File: config.mk
export PLATFORM = sky130hd
export DESIGN_NAME = fw_wr_guard
export DESIGN_NICKNAME = d
export VERILOG_FILES = /design/src/rtl/fwg_pkg.sv /design/src/rtl/fwg_rst_sync.sv /design/src/rtl/fwg_ctl_reg.sv /design/src/rtl/fwg_trap.sv /design/src/rtl/fwg_permit.sv /design/src/rtl/fw_wr_guard.sv
export SDC_FILE = /design/constraint.sdc
export NUM_CORES = 1
export LEC_CHECK = 0
export BUFFER_PORTS_ARGS = -buffer_cell sky130_fd_sc_hd__buf_2
export CORE_AREA = 4 4 41 43
export DETAILED_ROUTE_END_ITERATION = 6
export DIE_AREA = 0 0 45 47
export GPL_TIMING_DRIVEN = 1
export PLACE_DENSITY = 0.69
export SLEW_MARGIN = 10
export SYNTH_ARGS = -nofsm -noshare
export SYNTH_HDL_FRONTEND = slang
export SYNTH_SLANG_ARGS = --single-unit
File: constraint.sdc
create_clock -name clk -period 2 [get_ports clk]
set_input_delay 0.4 -clock clk [delete_from_list [all_inputs] [get_ports clk]]
set_output_delay 0.4 -clock clk [all_outputs]
set_load 0.02 [all_outputs]
File: src/rtl/fwg_pkg.sv
`timescale 1ns/1ps
package fwg_pkg;
  // Bit positions of the register fields (decoded by software)
  localparam int WE_BIT   = 0;
  localparam int LOCK_BIT = 1;
  localparam int WP_BIT   = 5;
  localparam int TRAP_BIT = 7;
  localparam int MIN_DW   = TRAP_BIT + 1;

  typedef struct packed {
    logic we;    // write enable
    logic lock;  // enable may only be set from SMM
    logic wp;    // writes need all processors in SMM
  } fwg_ctl_t;
endpackage

File: src/rtl/fwg_rst_sync.sv
`timescale 1ns/1ps
module fwg_rst_sync #(
  parameter int STAGES = 2
) (
  input  logic clk,
  input  logic rst_n,
  output logic rst_sn
);
  logic [STAGES-1:0] sync_q;

  always_ff @(posedge clk or negedge rst_n) begin
    if (!rst_n) sync_q <= '0;
    else        sync_q <= {sync_q[STAGES-2:0], 1'b1};
  end

  assign rst_sn = sync_q[STAGES-1];
endmodule

File: src/rtl/fwg_ctl_reg.sv
`timescale 1ns/1ps
module fwg_ctl_reg
  import fwg_pkg::*;
(
  input  logic     clk,
  input  logic     rst_sn,
  input  logic     wr_hit,
  input  logic     set_we,
  input  logic     set_lock,
  input  logic     set_wp,
  input  logic     smm,
  output fwg_ctl_t ctl_q,
  output logic     blk
);
  fwg_ctl_t ctl_d;

  // next state
  always_comb begin
    ctl_d = ctl_q;
    blk   = 1'b0;
    if (wr_hit) begin
      ctl_d.lock = ctl_q.lock | set_lock;
      ctl_d.wp   = ctl_q.wp | set_wp;
      if (!set_we) begin
        ctl_d.we = 1'b0;
      end else if (!ctl_q.we) begin
        if (ctl_q.lock && !smm) blk = 1'b1;
        else                    ctl_d.we = 1'b1;
      end
    end
  end

  // register
  always_ff @(posedge clk or negedge rst_sn) begin
    if (!rst_sn)     ctl_q <= '0;
    else if (wr_hit) ctl_q <= ctl_d;
  end


  lock_hold_chk: assert property (@(posedge clk) disable iff (!rst_sn)
    ctl_q.lock |=> ctl_q.lock);

  wp_hold_chk: assert property (@(posedge clk) disable iff (!rst_sn)
    ctl_q.wp |=> ctl_q.wp);

  we_clear_chk: assert property (@(posedge clk) disable iff (!rst_sn)
    (wr_hit && !set_we) |=> !ctl_q.we);

  open_set_chk: assert property (@(posedge clk) disable iff (!rst_sn)
    (wr_hit && set_we && !ctl_q.lock) |=> ctl_q.we);

  smm_set_chk: assert property (@(posedge clk) disable iff (!rst_sn)
    (wr_hit && set_we && smm) |=> ctl_q.we);

  blocked_keep_chk: assert property (@(posedge clk) disable iff (!rst_sn)
    blk |=> !ctl_q.we);
endmodule

File: src/rtl/fwg_trap.sv
`timescale 1ns/1ps
module fwg_trap (
  input  logic clk,
  input  logic rst_sn,
  input  logic blk_i,
  input  logic wr_hit,
  input  logic clr_i,
  output logic smi_req,
  output logic trap_sts
);
  logic sts_d;
  logic smi_d;

  always_comb begin
    smi_d = blk_i;
    sts_d = trap_sts;
    if (wr_hit && clr_i) sts_d = 1'b0;
    if (blk_i)           sts_d = 1'b1;
  end

  always_ff @(posedge clk or negedge rst_sn) begin
    if (!rst_sn) begin
      smi_req  <= 1'b0;
      trap_sts <= 1'b0;
    end else begin
      smi_req  <= smi_d;
      trap_sts <= sts_d;
    end
  end


  smi_source_chk: assert property (@(posedge clk) disable iff (!rst_sn)
    smi_req |-> $past(blk_i));

  sts_set_chk: assert property (@(posedge clk) disable iff (!rst_sn)
    blk_i |=> trap_sts);

  sts_keep_chk: assert property (@(posedge clk) disable iff (!rst_sn)
    (trap_sts && !(wr_hit && clr_i)) |=> trap_sts);
endmodule

File: src/rtl/fwg_permit.sv
`timescale 1ns/1ps
module fwg_permit #(
  parameter int NUM_CPU = 4
) (
  input  logic               we,
  input  logic               wp,
  input  logic [NUM_CPU-1:0] cpu_in_smm,
  output logic               wr_ok
);
  logic all_smm;

  assign all_smm = &cpu_in_smm;

  always_comb begin
    wr_ok = we & (~wp | all_smm);
  end
endmodule

File: src/rtl/fw_wr_guard.sv
`timescale 1ns/1ps
module fw_wr_guard
  import fwg_pkg::*;
#(
  parameter int               ADDR_W  = 12,
  parameter int               DATA_W  = 8,
  parameter int               NUM_CPU = 4,
  parameter logic [ADDR_W-1:0] REG_OFS = 12'hFC
) (
  input  logic               clk,
  input  logic               rst_n,
  input  logic               acc_wr,
  input  logic [ADDR_W-1:0]  acc_addr,
  input  logic [DATA_W-1:0]  acc_wdata,
  input  logic               acc_smm,
  output logic [DATA_W-1:0]  acc_rdata,
  input  logic [NUM_CPU-1:0] cpu_in_smm,
  output logic               flash_wr_ok,
  output logic               smi_req
);
  localparam int RST_STAGES = 2;

  logic     rst_sn;
  logic     hit;
  logic     wr_hit;
  logic     blk;
  logic     trap_sts;
  fwg_ctl_t ctl_q;
  logic     unused_wbits;

  initial begin
    if (DATA_W < MIN_DW) $error("DATA_W too small for the field layout");
  end

  fwg_rst_sync #(.STAGES(RST_STAGES)) u_rst (
    .clk    (clk),
    .rst_n  (rst_n),
    .rst_sn (rst_sn)
  );

  assign hit          = (acc_addr == REG_OFS);
  assign wr_hit       = acc_wr & hit;
  assign unused_wbits = ^acc_wdata;

  fwg_ctl_reg u_ctl (
    .clk      (clk),
    .rst_sn   (rst_sn),
    .wr_hit   (wr_hit),
    .set_we   (acc_wdata[WE_BIT]),
    .set_lock (acc_wdata[LOCK_BIT]),
    .set_wp   (acc_wdata[WP_BIT]),
    .smm      (acc_smm),
    .ctl_q    (ctl_q),
    .blk      (blk)
  );

  fwg_trap u_trap (
    .clk      (clk),
    .rst_sn   (rst_sn),
    .blk_i    (blk),
    .wr_hit   (wr_hit),
    .clr_i    (acc_wdata[TRAP_BIT]),
    .smi_req  (smi_req),
    .trap_sts (trap_sts)
  );

  fwg_permit #(.NUM_CPU(NUM_CPU)) u_perm (
    .we         (ctl_q.we),
    .wp         (ctl_q.wp),
    .cpu_in_smm (cpu_in_smm),
    .wr_ok      (flash_wr_ok)
  );

  // read mux
  always_comb begin
    acc_rdata = '0;
    if (hit) begin
      acc_rdata[WE_BIT]   = ctl_q.we;
      acc_rdata[LOCK_BIT] = ctl_q.lock;
      acc_rdata[WP_BIT]   = ctl_q.wp;
      acc_rdata[TRAP_BIT] = trap_sts;
    end
  end


  permit_gate_chk: assert property (@(posedge clk) disable iff (!rst_sn)
    (ctl_q.wp && !(&cpu_in_smm)) |-> !flash_wr_ok);

  permit_open_chk: assert property (@(posedge clk) disable iff (!rst_sn)
    !ctl_q.wp |-> (flash_wr_ok == ctl_q.we));

  miss_nochg_chk: assert property (@(posedge clk) disable iff (!rst_sn)
    (acc_wr && !hit) |=> $stable(ctl_q));
endmodule

# ---- After elaboration in Yosys (flattened, before gate mapping)
# Index checks and enable logic that the tools add are counted.
dict set report word_totals {
  latchBits 0
  romBits 0
  ramBits 0
  n_memories 0
  wordCells 30
  regBits 7
}
dict set report classes {
  add_sub_neg 0
  n_bitwise 6
  magnitude_cmp 0
  n_mul 0
  muxes 12
  eq_ne 1
  shifts 0
  n_reduce_logical 5
  n_div 0
}
# op count
set ops {}
lappend ops {{equality test 12 x 8 -> 1 bit, second input constant} 1}
lappend ops {{2-to-1 mux 1 bit} 11}
lappend ops {{AND reduction 4 bit} 1}
lappend ops {{bitwise OR 1 bit} 3}
lappend ops {{bitwise AND 1 bit} 2}
lappend ops {{logical AND 1 bit} 2}
lappend ops {{2-to-1 mux 2 bit} 1}
lappend ops {{nonzero test 2 bit} 1}
lappend ops {{logical NOT 1 bit} 1}
lappend ops {{inverter 1 bit} 1}

# ---- Logic depth before layout (Yosys ltp)
# Gate-level depths: netlist (run 1).
dict set report depth {
  ltp_word 7
  depth_mapped 3
  mapped_depth_nobuf 3
}

# ---- Cells and area by module
# From an unflattened synthesis (run 1), not the netlist that was laid out.
dict set report unflattened {
  cells_unflattened 36
  area_unflattened_um2 392.9
}
# mod seq_area_each_um2 area_each_um2 instances cells_each
set by_module_without_submodules {}
lappend by_module_without_submodules {fwg_ctl_reg 75.1 132.6 1 10}
lappend by_module_without_submodules {fw_wr_guard 0.0 131.4 1 17}
lappend by_module_without_submodules {fwg_trap 50.0 61.3 1 4}
lappend by_module_without_submodules {fwg_rst_sync 50.0 53.8 1 3}
lappend by_module_without_submodules {fwg_permit 0.0 13.8 1 2}

# ---- Least setup slack after synthesis (run 1)
# No wires, ideal clock.
dict set report synth_path {
  path_type {input to output}
  from {input acc_addr[9]}
  to {output acc_rdata[0]}
  path_stages 3
  n_path_buf 0
  path_slack_ps 173
  arrival_time_ps 1427
  cell_sequence {or4b_4 nor3_4 and2_1}
}
dict set report synth_between {
  elab_chain_len 2
}
# item line_no
set synth_lines {}
lappend synth_lines {{from (decl)} fw_wr_guard.sv:13} ;# input logic [ADDR_W-1:0] acc_addr,
lappend synth_lines {{equality test 12 x 8 -> 1 bit} fw_wr_guard.sv:41} ;# assign hit = (acc_addr == REG_OFS);
lappend synth_lines {{2-to-1 mux 2 bit} fw_wr_guard.sv:77} ;# if (hit) begin
lappend synth_lines {{to (decl)} fw_wr_guard.sv:16} ;# output logic [DATA_W-1:0] acc_rdata,
# No other way between the ends.

# ---- Worst setup path in the final report (run 1)
# Same ends and word-level chain as after synthesis.

==> results of run 1 <==
stage by stage:
stage	instance area (um^2)	setup TNS, ps
2_1_floorplan	429	0
3_3_place_gp	571	-3.38
3_5_place_dp	571	-77.6
4_1_cts	607	0
5_1_grt	647	-4.85
6_report	647	0
kinds of logic after synthesis:
| group | after synthesis | synth area share |
|---|---|---|
| multiplexers | 1 | 0.0269 |
| other | 2 | 0.0180 |
| AND/OR/NAND/NOR | 19 | 0.353 |
| AO/OA/AOI/OAI | 5 | 0.111 |
| flip-flops | 7 | 0.419 |
| buffers and inverters | 4 | 0.0719 |
state kept, by name, indices dropped and copies added, names as in the netlist:
register / flops
u_ctl.ctl_q: 3
u_rst.sync_q: 2
u_trap.smi_req: 1
u_trap.trap_sts: 1
cell usage in the layout, fill, tap and decap left out:
cell type      count
clkbuf_1           1
o21ai_1            1
dfrtp_1            7
dlygate4sd3_1      1
mux2_2             1
nand4bb_1          1
nor3_4             1
buf_6              4
nor2_1             1
nor3b_1            1
and2_1             2
and2_4             2
nand4_1            3
nand2_1            2
buf_4              3
nor2b_1            1
buf_2             24
conb_1             5
nor4b_1            1
a31o_2             2
a21boi_0           1
nand4b_1           1
or4b_4             1
nor4bb_1           1
o41ai_2            1
and4b_1            1
clkbuf_4           3
layer usage:
metal | share of wire | vias to the layer above | global-route usage
met5 | 0 | - | 0
met2 | 0.55 | 19 | 0.189
met3 | 0.11 | 2 | 0.0651
met1 | 0.33 | 189 | 0.0843
li1 | - | 208 | -
met4 | 0.0049 | 0 | 0.0351
path summary, 6_finish.rpt:
check	start	endpoint
min	u_rst.sync_q[1]$_DFF_PN0_	u_ctl.ctl_q[2]$_DFFE_PN0P_
max	acc_addr[9]	acc_rdata[0]
min reg2reg	u_rst.sync_q[1]$_DFF_PN0_	u_ctl.ctl_q[2]$_DFFE_PN0P_
min in group clk	u_rst.sync_q[0]$_DFF_PN0_	u_rst.sync_q[1]$_DFF_PN0_
max in group asynchronous	rst_n	u_rst.sync_q[1]$_DFF_PN0_
max reg2reg	u_ctl.ctl_q[2]$_DFFE_PN0P_	u_ctl.ctl_q[2]$_DFFE_PN0P_
timing repair:
action,4_1_cts,5_1_grt
buffers inserted,0,1
resized for setup,0,10
hold buffers,1,0
hold endpoints to repair,2,0
setup endpoints to repair,4,4
pin swaps,1,0
final cells by class:
type	instances	area, um^2
clock buffers	4	26.3
multi-input cells	30	229
well taps	15	18.8
repair buffers	32	198
fillers	131	654
flip-flops and latches	7	175
power by group:
part | internal [mW] | leakage (nW) | switching, mW
clock | 0.0760 | 0.0150 | 0.0497
combinational | 0.0243 | 0.227 | 0.0212
sequential | 0.144 | 0.0932 | 0.00236
total | 0.244 | 0.335 | 0.0733
==> results.md, run 1 <==
- Critical path depth in cells: 5
- EDFF count, synth: 0
- Vias in the first global route: 354
- DP HPWL: 893 um
- Drt initial violations: 13
- First-pass GRT wire length: 1420 um
- Max Cap Violations: 0
- Via density: 4.75
- Remaining DRCs: 0
- Final worst slack: 56.2 ps
- Post-synthesis area per instance: about 11 um^2
- Max Slew Vio Count: 0
- Clock sink count: 7
- Pleak: 0.335 nW
- #FFs+latches synth: 7
- CP Class: in2out
- Layout cells sized above 1: 0.575
- PD cells: about 490 mW/mm^2
- Area fraction of the dominant cell type after synthesis: 0.419
- Cts bufs inserted: 3
- Synth area leaders: dfrtp_1, buf_4, and2_1, nand4_1, a31o_2
- Critical Path, Cell by Cell: buf_6 -> or4b_4 -> nor3_4 -> and2_1 -> buf_4
- Clock latency on the worst-skew pair: 250 ps
- Starting Density: 0.321
- VDD IR max: 0.462 mV
- Clk slew on worst S/H paths: around 50 ps
- Reg2reg setup slack: 890 ps
- Min Hold Slack: roughly 70 ps
- R2R cell count: 3
- DIE HEIGHT: 47 um
- Yosys warning count: 0
- Slowest stage delay, CP: 550 ps
- Crit path max-delay family: simple AND/OR/NAND/NOR gates
- WL/cell: 11.6 um
- Post-synthesis sequential area ratio: 0.419
- Final Cycle Share: 0.972
- ANT cells: 0
- Hold WC Path Type: reg2async
- CORE AREA: around 0.0013 mm^2
- Setup Skew: around 5.4 ps
- Slowest CP cell: or4b_4
- Area growth, synth to finish: 54.8%
- Fraction of registers with async set/reset: 1.00
- Total Wirelength: just over 1000 um
- Max FO, Critical Path: 5
- First drt pass iteration count: 4
- Initial antenna violation count: 0
- Count leader, synth: dfrtp_1
- Synth Cell Area: 418 um^2
- Nets: 102
- Final Instance Count excl. Fillers: 88
- Io pins: 38
- Cell variety after synth: 21
- GPL Wtd Cong: 0.769
- TritonCTS clock tree: built
- Hold Vio Cnt, Final: 0
- CTS root buf: clkbuf_4
- Worst setup EP type: output port
- Largest net degree at the start of global routing: 6
- Post-synthesis cell count: 38
- CP Data Required Time: around 1600 ps
- Fmax: ~500 MHz
- Fin crit period: 1940 ps
- Post-route antenna net violation count: 0
- Most instantiated cells after synthesis: dfrtp_1, and2_1, buf_4
- Yosys top cell by area: dfrtp_1
- Util after Layout: 0.497
- Finish-stage setup viols: 0
- Crit start category: input port
- Worst path bufs/invs: 2
- Die Span X: 45 um
- Port bufs: 29
- Status: finished, final reports clean
- Via count: 418
- Die ar.: 0.00212 mm^2
- Total GRT Usage: 0.101
- Rows: 13
- Crit path DAT: 1540 ps
- Ys flop type: dfrtp_1
- Cells after DPL: around 80
- H-Tree Depth: 1
- Post-placement worst setup slack: -26.5 ps
- Tot Pwr: approximately 0.32 mW
- Clock buffer depth: 2
- Global route total overflow: 0
No activity file was read; power rests on OpenSTA's default activity.
==> run 2: changes to the inputs <==
Settings changed: PLACE_DENSITY 0.69 to default, PLACE_DENSITY_LB_ADDON from default to 0.25, RECOVER_POWER from default to 50.
==> results.md, run 2 (synthesis gave the netlist of run 1 again) <==
- Most used cell, CP: buf_2
- Worst setup EP type: output port
- Fill count: 145 (+11%)
- Initial antenna violation count: 0 (unchanged)
- First drt pass iteration count: 4 (unchanged)
- CP Class: in2out
- P_int: 0.243 mW (-0.65%)
- Clock Power Share: 0.392 (-0.004)
- Layout cells sized above 1: 0.541 (-0.0348)
- RSZ-0062 raised after global routing: false
- First-pass GRT wire length: 1440 um (+0.99%)
- Total GRT Usage: 0.0948 (-0.00574)
- Util after Layout: 0.477 (-0.0202)
- Max Slew Vio Count: 0 (unchanged)
- Combinational share of power: 0.140 (-0.003)
- Port bufs: 29 (unchanged)
- Switching Share: 0.224 (-0.00620)
- DP HPWL: 867 um (-2.9%)
- Global route total overflow: 0 (unchanged)
- Via count: 414 (-0.96%)
- CTS root buf: clkbuf_4
- Fmax: 513 MHz (-0.32%)
- Fin crit period: 1950 ps (+6.27 ps)
- Flop pwr share: 0.468 (+0.007)
- Commonest non-fill, non-tap cells in the layout: buf_2, dfrtp_1, conb_1, and2_1
- Clk slew on worst S/H paths: 50 ps (about the same)
- Slowest stage delay, CP: 560 ps (about the same)
- Net Switching: 0.0703 mW (-4.1%)
- Critical path depth in cells: 5 (unchanged)
- Largest regs: u_ctl.ctl_q (3), u_rst.sync_q (2)
- Crit start category: input port
- Rows: 13 (unchanged)
- Remaining DRCs: 0 (unchanged)
- Max Cap Violations: 0 (unchanged)
- Most common cell after layout, fill and taps aside: buf_2
- Worst path bufs/invs: 2 (unchanged)
- Max FO, Critical Path: 5 (unchanged)
- Die Span X: 45 um (unchanged)
- Clock latency on the worst-skew pair: 240 ps (about the same)
- ANT cells: 0 (unchanged)
- Total Wirelength: 975 um (-4.7%)
- Final worst slack: 49.9 ps (-6.27 ps)
- H-Tree Depth: 1 (unchanged)
- Clock buffer depth: 2 (unchanged)
- DIE HEIGHT: 47 um (unchanged)
- Area growth, synth to finish: 48.5%
- Final Cycle Share: 0.975 (+0.00314)
- Drt initial violations: 1 (-12)
- TritonCTS clock tree: built
- GPL Wtd Cong: 0.661 (-14%)
- Io pins: 38 (unchanged)
- Tot Pwr: 0.313 mW (-1.4%)
- Status: finished, final reports clean
- Finish-stage setup viols: 0 (unchanged)
- Starting Density: 0.321 (unchanged)
- Largest net degree at the start of global routing: 6 (unchanged)
- Reg area: 175 um^2 (unchanged)
- Clock sink count: 7 (unchanged)
- CORE AREA: 0.00130 mm^2 (unchanged)
- Max FFs per register: 3 (unchanged)
- VDD IR max: 0.244 mV (-47%)
- Post-placement worst setup slack: -18.3 ps (+8.18 ps)
- Post-route antenna net violation count: 0 (unchanged)
- Multi-input gate area: 224 um^2 (-2.2%)
- CP Data Required Time: 1600 ps (about the same)
- Pleak: 0.332 nW (-1.1%)
- Die ar.: 0.00212 mm^2 (unchanged)
- Slowest CP cell: or4b_4
- Hold WC Path Type: reg2async
- Hold Vio Cnt, Final: 0 (unchanged)
- WL/cell: 11.0 um (-5.8%)
- Nets: 103 (+0.98%)
- Crit path DAT: 1550 ps (about the same)
- Critical Path, Cell by Cell: buf_2 -> or4b_4 -> nor3_4 -> and2_1 -> buf_2
- Via density: 4.65 (-2.1%)
- Cts bufs inserted: 3 (unchanged)
- Setup Skew: 1.34 ps (-4.11 ps)
- Crit path max-delay family: simple AND/OR/NAND/NOR gates
- PD cells: 505 mW/mm^2 (+2.7%)
- R2R cell count: 3 (unchanged)
- Vias in the first global route: 378 (+6.8%)
- Biggest register: u_ctl.ctl_q
run 2: cell count changes in the layout (fill, tap and decap cells not counted):
cell | before | now
clkbuf_1 | 1 | 2
and2_4 | 2 | 0
buf_6 | 4 | 0
buf_2 | 24 | 28
and2_1 | 2 | 4
run 2: per-stage QoR:
| step | TNS, ps | area [um^2] | cells | hold slack [ps] |
|---|---|---|---|---|
| after CTS | 0 | 614 | 88 | 82.3 |
| after detailed placement | -49.3 | 578 | 83 | 73.1 |
| final | 0 | 621 | 89 | 72.8 |
| after global placement | -11.4 | 578 | 83 | 75.1 |
| after floorplan | 0 | 429 | 41 | 54.1 |
| after global routing | 0 | 621 | 89 | 91.4 |
run 2: path summary, 6_finish.rpt:
| kind | from | endpoint | slack, ps |
|---|---|---|---|
| setup / recovery | acc_addr[9] | acc_rdata[7] | 50 |
| hold reg to reg | u_rst.sync_q[1]$_DFF_PN0_ | u_ctl.ctl_q[2]$_DFFE_PN0P_ | 70 |
| max in group asynchronous | rst_n | u_rst.sync_q[1]$_DFF_PN0_ | 1410 |
| hold / removal | u_rst.sync_q[1]$_DFF_PN0_ | u_ctl.ctl_q[2]$_DFFE_PN0P_ | 70 |
| min in group clk | u_rst.sync_q[0]$_DFF_PN0_ | u_rst.sync_q[1]$_DFF_PN0_ | 350 |
| setup reg to reg | u_ctl.ctl_q[2]$_DFFE_PN0P_ | u_ctl.ctl_q[2]$_DFFE_PN0P_ | 910 |
run 2: layer usage:
| layer | GRT usage | share of wire | up-vias |
|---|---|---|---|
| met5 | 0 | 0 | - |
| met4 | 0.0877 | 0 | 0 |
| met3 | 0.0115 | 0.10 | 0 |
| met2 | 0.164 | 0.57 | 17 |
| met1 | 0.100 | 0.33 | 192 |
| li1 | - | - | 205 |
run 2: repair_timing:
item                                    in CTS  in global routing
hold buffers                                 1                  0
setup buffers                                0                  1
pin swaps                                    1                  0
resized for setup                            0                  0
endpoints found under the hold margin        2                  0
endpoints found under the setup margin       4                  3
run 2: cell type report:
class	instances	area share
timing repair buffer	33	0.284
multi-input combinational	30	0.361
sequential	7	0.282
tap	15	0.0302
clock buffer	4	0.0423
run 2: power groups by stage:
stage               Combinational (mW)  Clock (mW)  Sequential (mW)
finish                          0.0439       0.123            0.147
global route                    0.0487       0.134            0.147
detailed placement              0.0427           0            0.149
floorplan                       0.0214           0            0.148
global placement                0.0415           0            0.149
CTS                             0.0443       0.131            0.147
==> run 3: changes to the inputs <==
Settings changed: RECOVER_POWER 50 to default.
==> results.md, run 3 (synthesis gave the netlist of run 1 again) <==
- GPL Wtd Cong: 0.661 (unchanged)
- Remaining DRCs: 0 (unchanged)
- ANT cells: 0 (unchanged)
- Slowest CP cell: or4b_4
- Critical Path, Cell by Cell: buf_2 -> or4b_4 -> nor3_4 -> and2_1 -> buf_2
- Max Slew Vio Count: 0 (unchanged)
- Total GRT Usage: 0.0948 (unchanged)
- Clock buffer depth: 2 (unchanged)
- Starting Density: 0.321 (unchanged)
- Final worst slack: 49.9 ps (unchanged)
- Global route total overflow: 0 (unchanged)
- PD cells: 504 mW/mm^2 (-0.12%)
- Io pins: 38 (unchanged)
- Drt initial violations: 1 (unchanged)
- Die Span X: 45 um (unchanged)
- Biggest register: u_ctl.ctl_q
- Crit path DAT: 1550 ps (about the same)
- Area growth, synth to finish: 48.8%
- Layout cells sized above 1: 0.554 (+0.0135)
- Total Wirelength: 978 um (+0.31%)
- VDD IR max: 0.244 mV (about the same)
- Status: finished, final reports clean
- Final Instance Count excl. Fillers: 89 (unchanged)
- Worst setup EP type: output port
- DIE HEIGHT: 47 um (unchanged)
- PostCTS Resize Cnt: 0 (unchanged)
- Crit start category: input port
- Nets: 103 (unchanged)
- Setup Skew: 1.34 ps (unchanged)
- Reg area: 175 um^2 (unchanged)
- Pleak: 0.334 nW (+0.83%)
- Fill count: 144 (-0.69%)
- Initial antenna violation count: 0 (unchanged)
- Most common cell after layout, fill and taps aside: buf_2
- Max FO, Critical Path: 5 (unchanged)
- CTS root buf: clkbuf_4
- Max FFs per register: 3 (unchanged)
- Finish-stage setup viols: 0 (unchanged)
- Post-route antenna net violation count: 0 (unchanged)
- R2R cell count: 3 (unchanged)
- TritonCTS clock tree: built
- Fin crit period: 1950 ps (unchanged)
- Crit path max-delay family: simple AND/OR/NAND/NOR gates
- Clock latency on the worst-skew pair: 240 ps (about the same)
- Critical path startpoint: acc_addr[9]
- Util after Layout: 0.478 (+0.000962)
- DP HPWL: 867 um (unchanged)
- Fmax: 513 MHz (unchanged)
- Slowest stage delay, CP: 560 ps (about the same)
- Via density: 4.65 (unchanged)
- Via count: 414 (unchanged)
- Vias in the first global route: 378 (unchanged)
- Critical path depth in cells: 5 (unchanged)
- WL/cell: 11.0 um (+0.31%)
- Die ar.: 0.00212 mm^2 (unchanged)
- Hold WC Path Type: reg2async
- RSZ-0062 raised after global routing: false
- Cts bufs inserted: 3 (unchanged)
- Port bufs: 29 (unchanged)
- Min Hold Slack: 72.8 ps (unchanged)
- Hold Vio Cnt, Final: 0 (unchanged)
- Cells after DPL: 83 (unchanged)
- Multi-input gate area: 224 um^2 (unchanged)
- Clk slew on worst S/H paths: 50 ps (about the same)
- Post-placement worst setup slack: -18.3 ps (unchanged)
- Largest net degree at the start of global routing: 6 (unchanged)
- Final Cycle Share: 0.975 (unchanged)
- Reg-to-reg startpoint: u_ctl.ctl_q[2]$_DFFE_PN0P_
- Most used cell, CP: buf_2
- Rows: 13 (unchanged)
- CORE AREA: 0.00130 mm^2 (unchanged)
- Largest regs: u_ctl.ctl_q (3), u_rst.sync_q (2)
- CP Data Required Time: 1600 ps (about the same)
- Worst path bufs/invs: 2 (unchanged)
- H-Tree Depth: 1 (unchanged)
- First drt pass iteration count: 4 (unchanged)
- CP Class: in2out
- First-pass GRT wire length: 1440 um (unchanged)
- Clock sink count: 7 (unchanged)
- Commonest non-fill, non-tap cells in the layout: buf_2, dfrtp_1, conb_1, and2_1
- Max Cap Violations: 0 (unchanged)
[run 3: cell types whose count changed in the layout (fill, tap and decap cells not counted), sizes merged]
cell | previous run | this run
buf | 31 | 32
clkbuf | 5 | 4
[run 3: final timing paths]
check | end | slack [ps]
min in group clk | u_rst.sync_q[1]$_DFF_PN0_ | 350
hold reg to reg | u_ctl.ctl_q[2]$_DFFE_PN0P_ | 70
setup / recovery | acc_rdata[7] | 50
hold / removal | u_ctl.ctl_q[2]$_DFFE_PN0P_ | 70
max in group asynchronous | u_rst.sync_q[1]$_DFF_PN0_ | 1440
setup reg to reg | u_ctl.ctl_q[2]$_DFFE_PN0P_ | 910
[run 3: where the power goes]
part           internal (mW)  switching, mW
logic                 0.0231         0.0211
clock network         0.0758         0.0469
registers              0.144        0.00225
[run 3: timing repair]
action | 4_1_cts | 5_1_grt
setup endpoints to repair | 4 | 3
hold endpoints to repair | 2 | 0
pin swaps | 1 | 0
setup buffers | 0 | 1
hold buffers | 1 | 0
[run 3: routing by layer]
metal	part of all wire	routed length (um)	global-route usage
met5	0	0	0
met2	0.56	552	0.164
met3	0.10	99	0.0115
met1	0.33	326	0.100
met4	0	0	0.0877
[run 3: final cells by class]
type	instances	area share
multi-input combinational	30	0.360
timing repair buffer	33	0.286
sequential	7	0.282
clock buffer	4	0.0423
tap	15	0.0302
[run 3: metrics by stage]
step                      power (mW)  TNS [ps]  instance area [um^2]
after floorplan                0.170         0                   429
after global placement         0.190     -11.4                   578
after detailed placement       0.192     -49.3                   578
after CTS                      0.322         0                   614
after global routing           0.330         0                   622
final                          0.313         0                   622
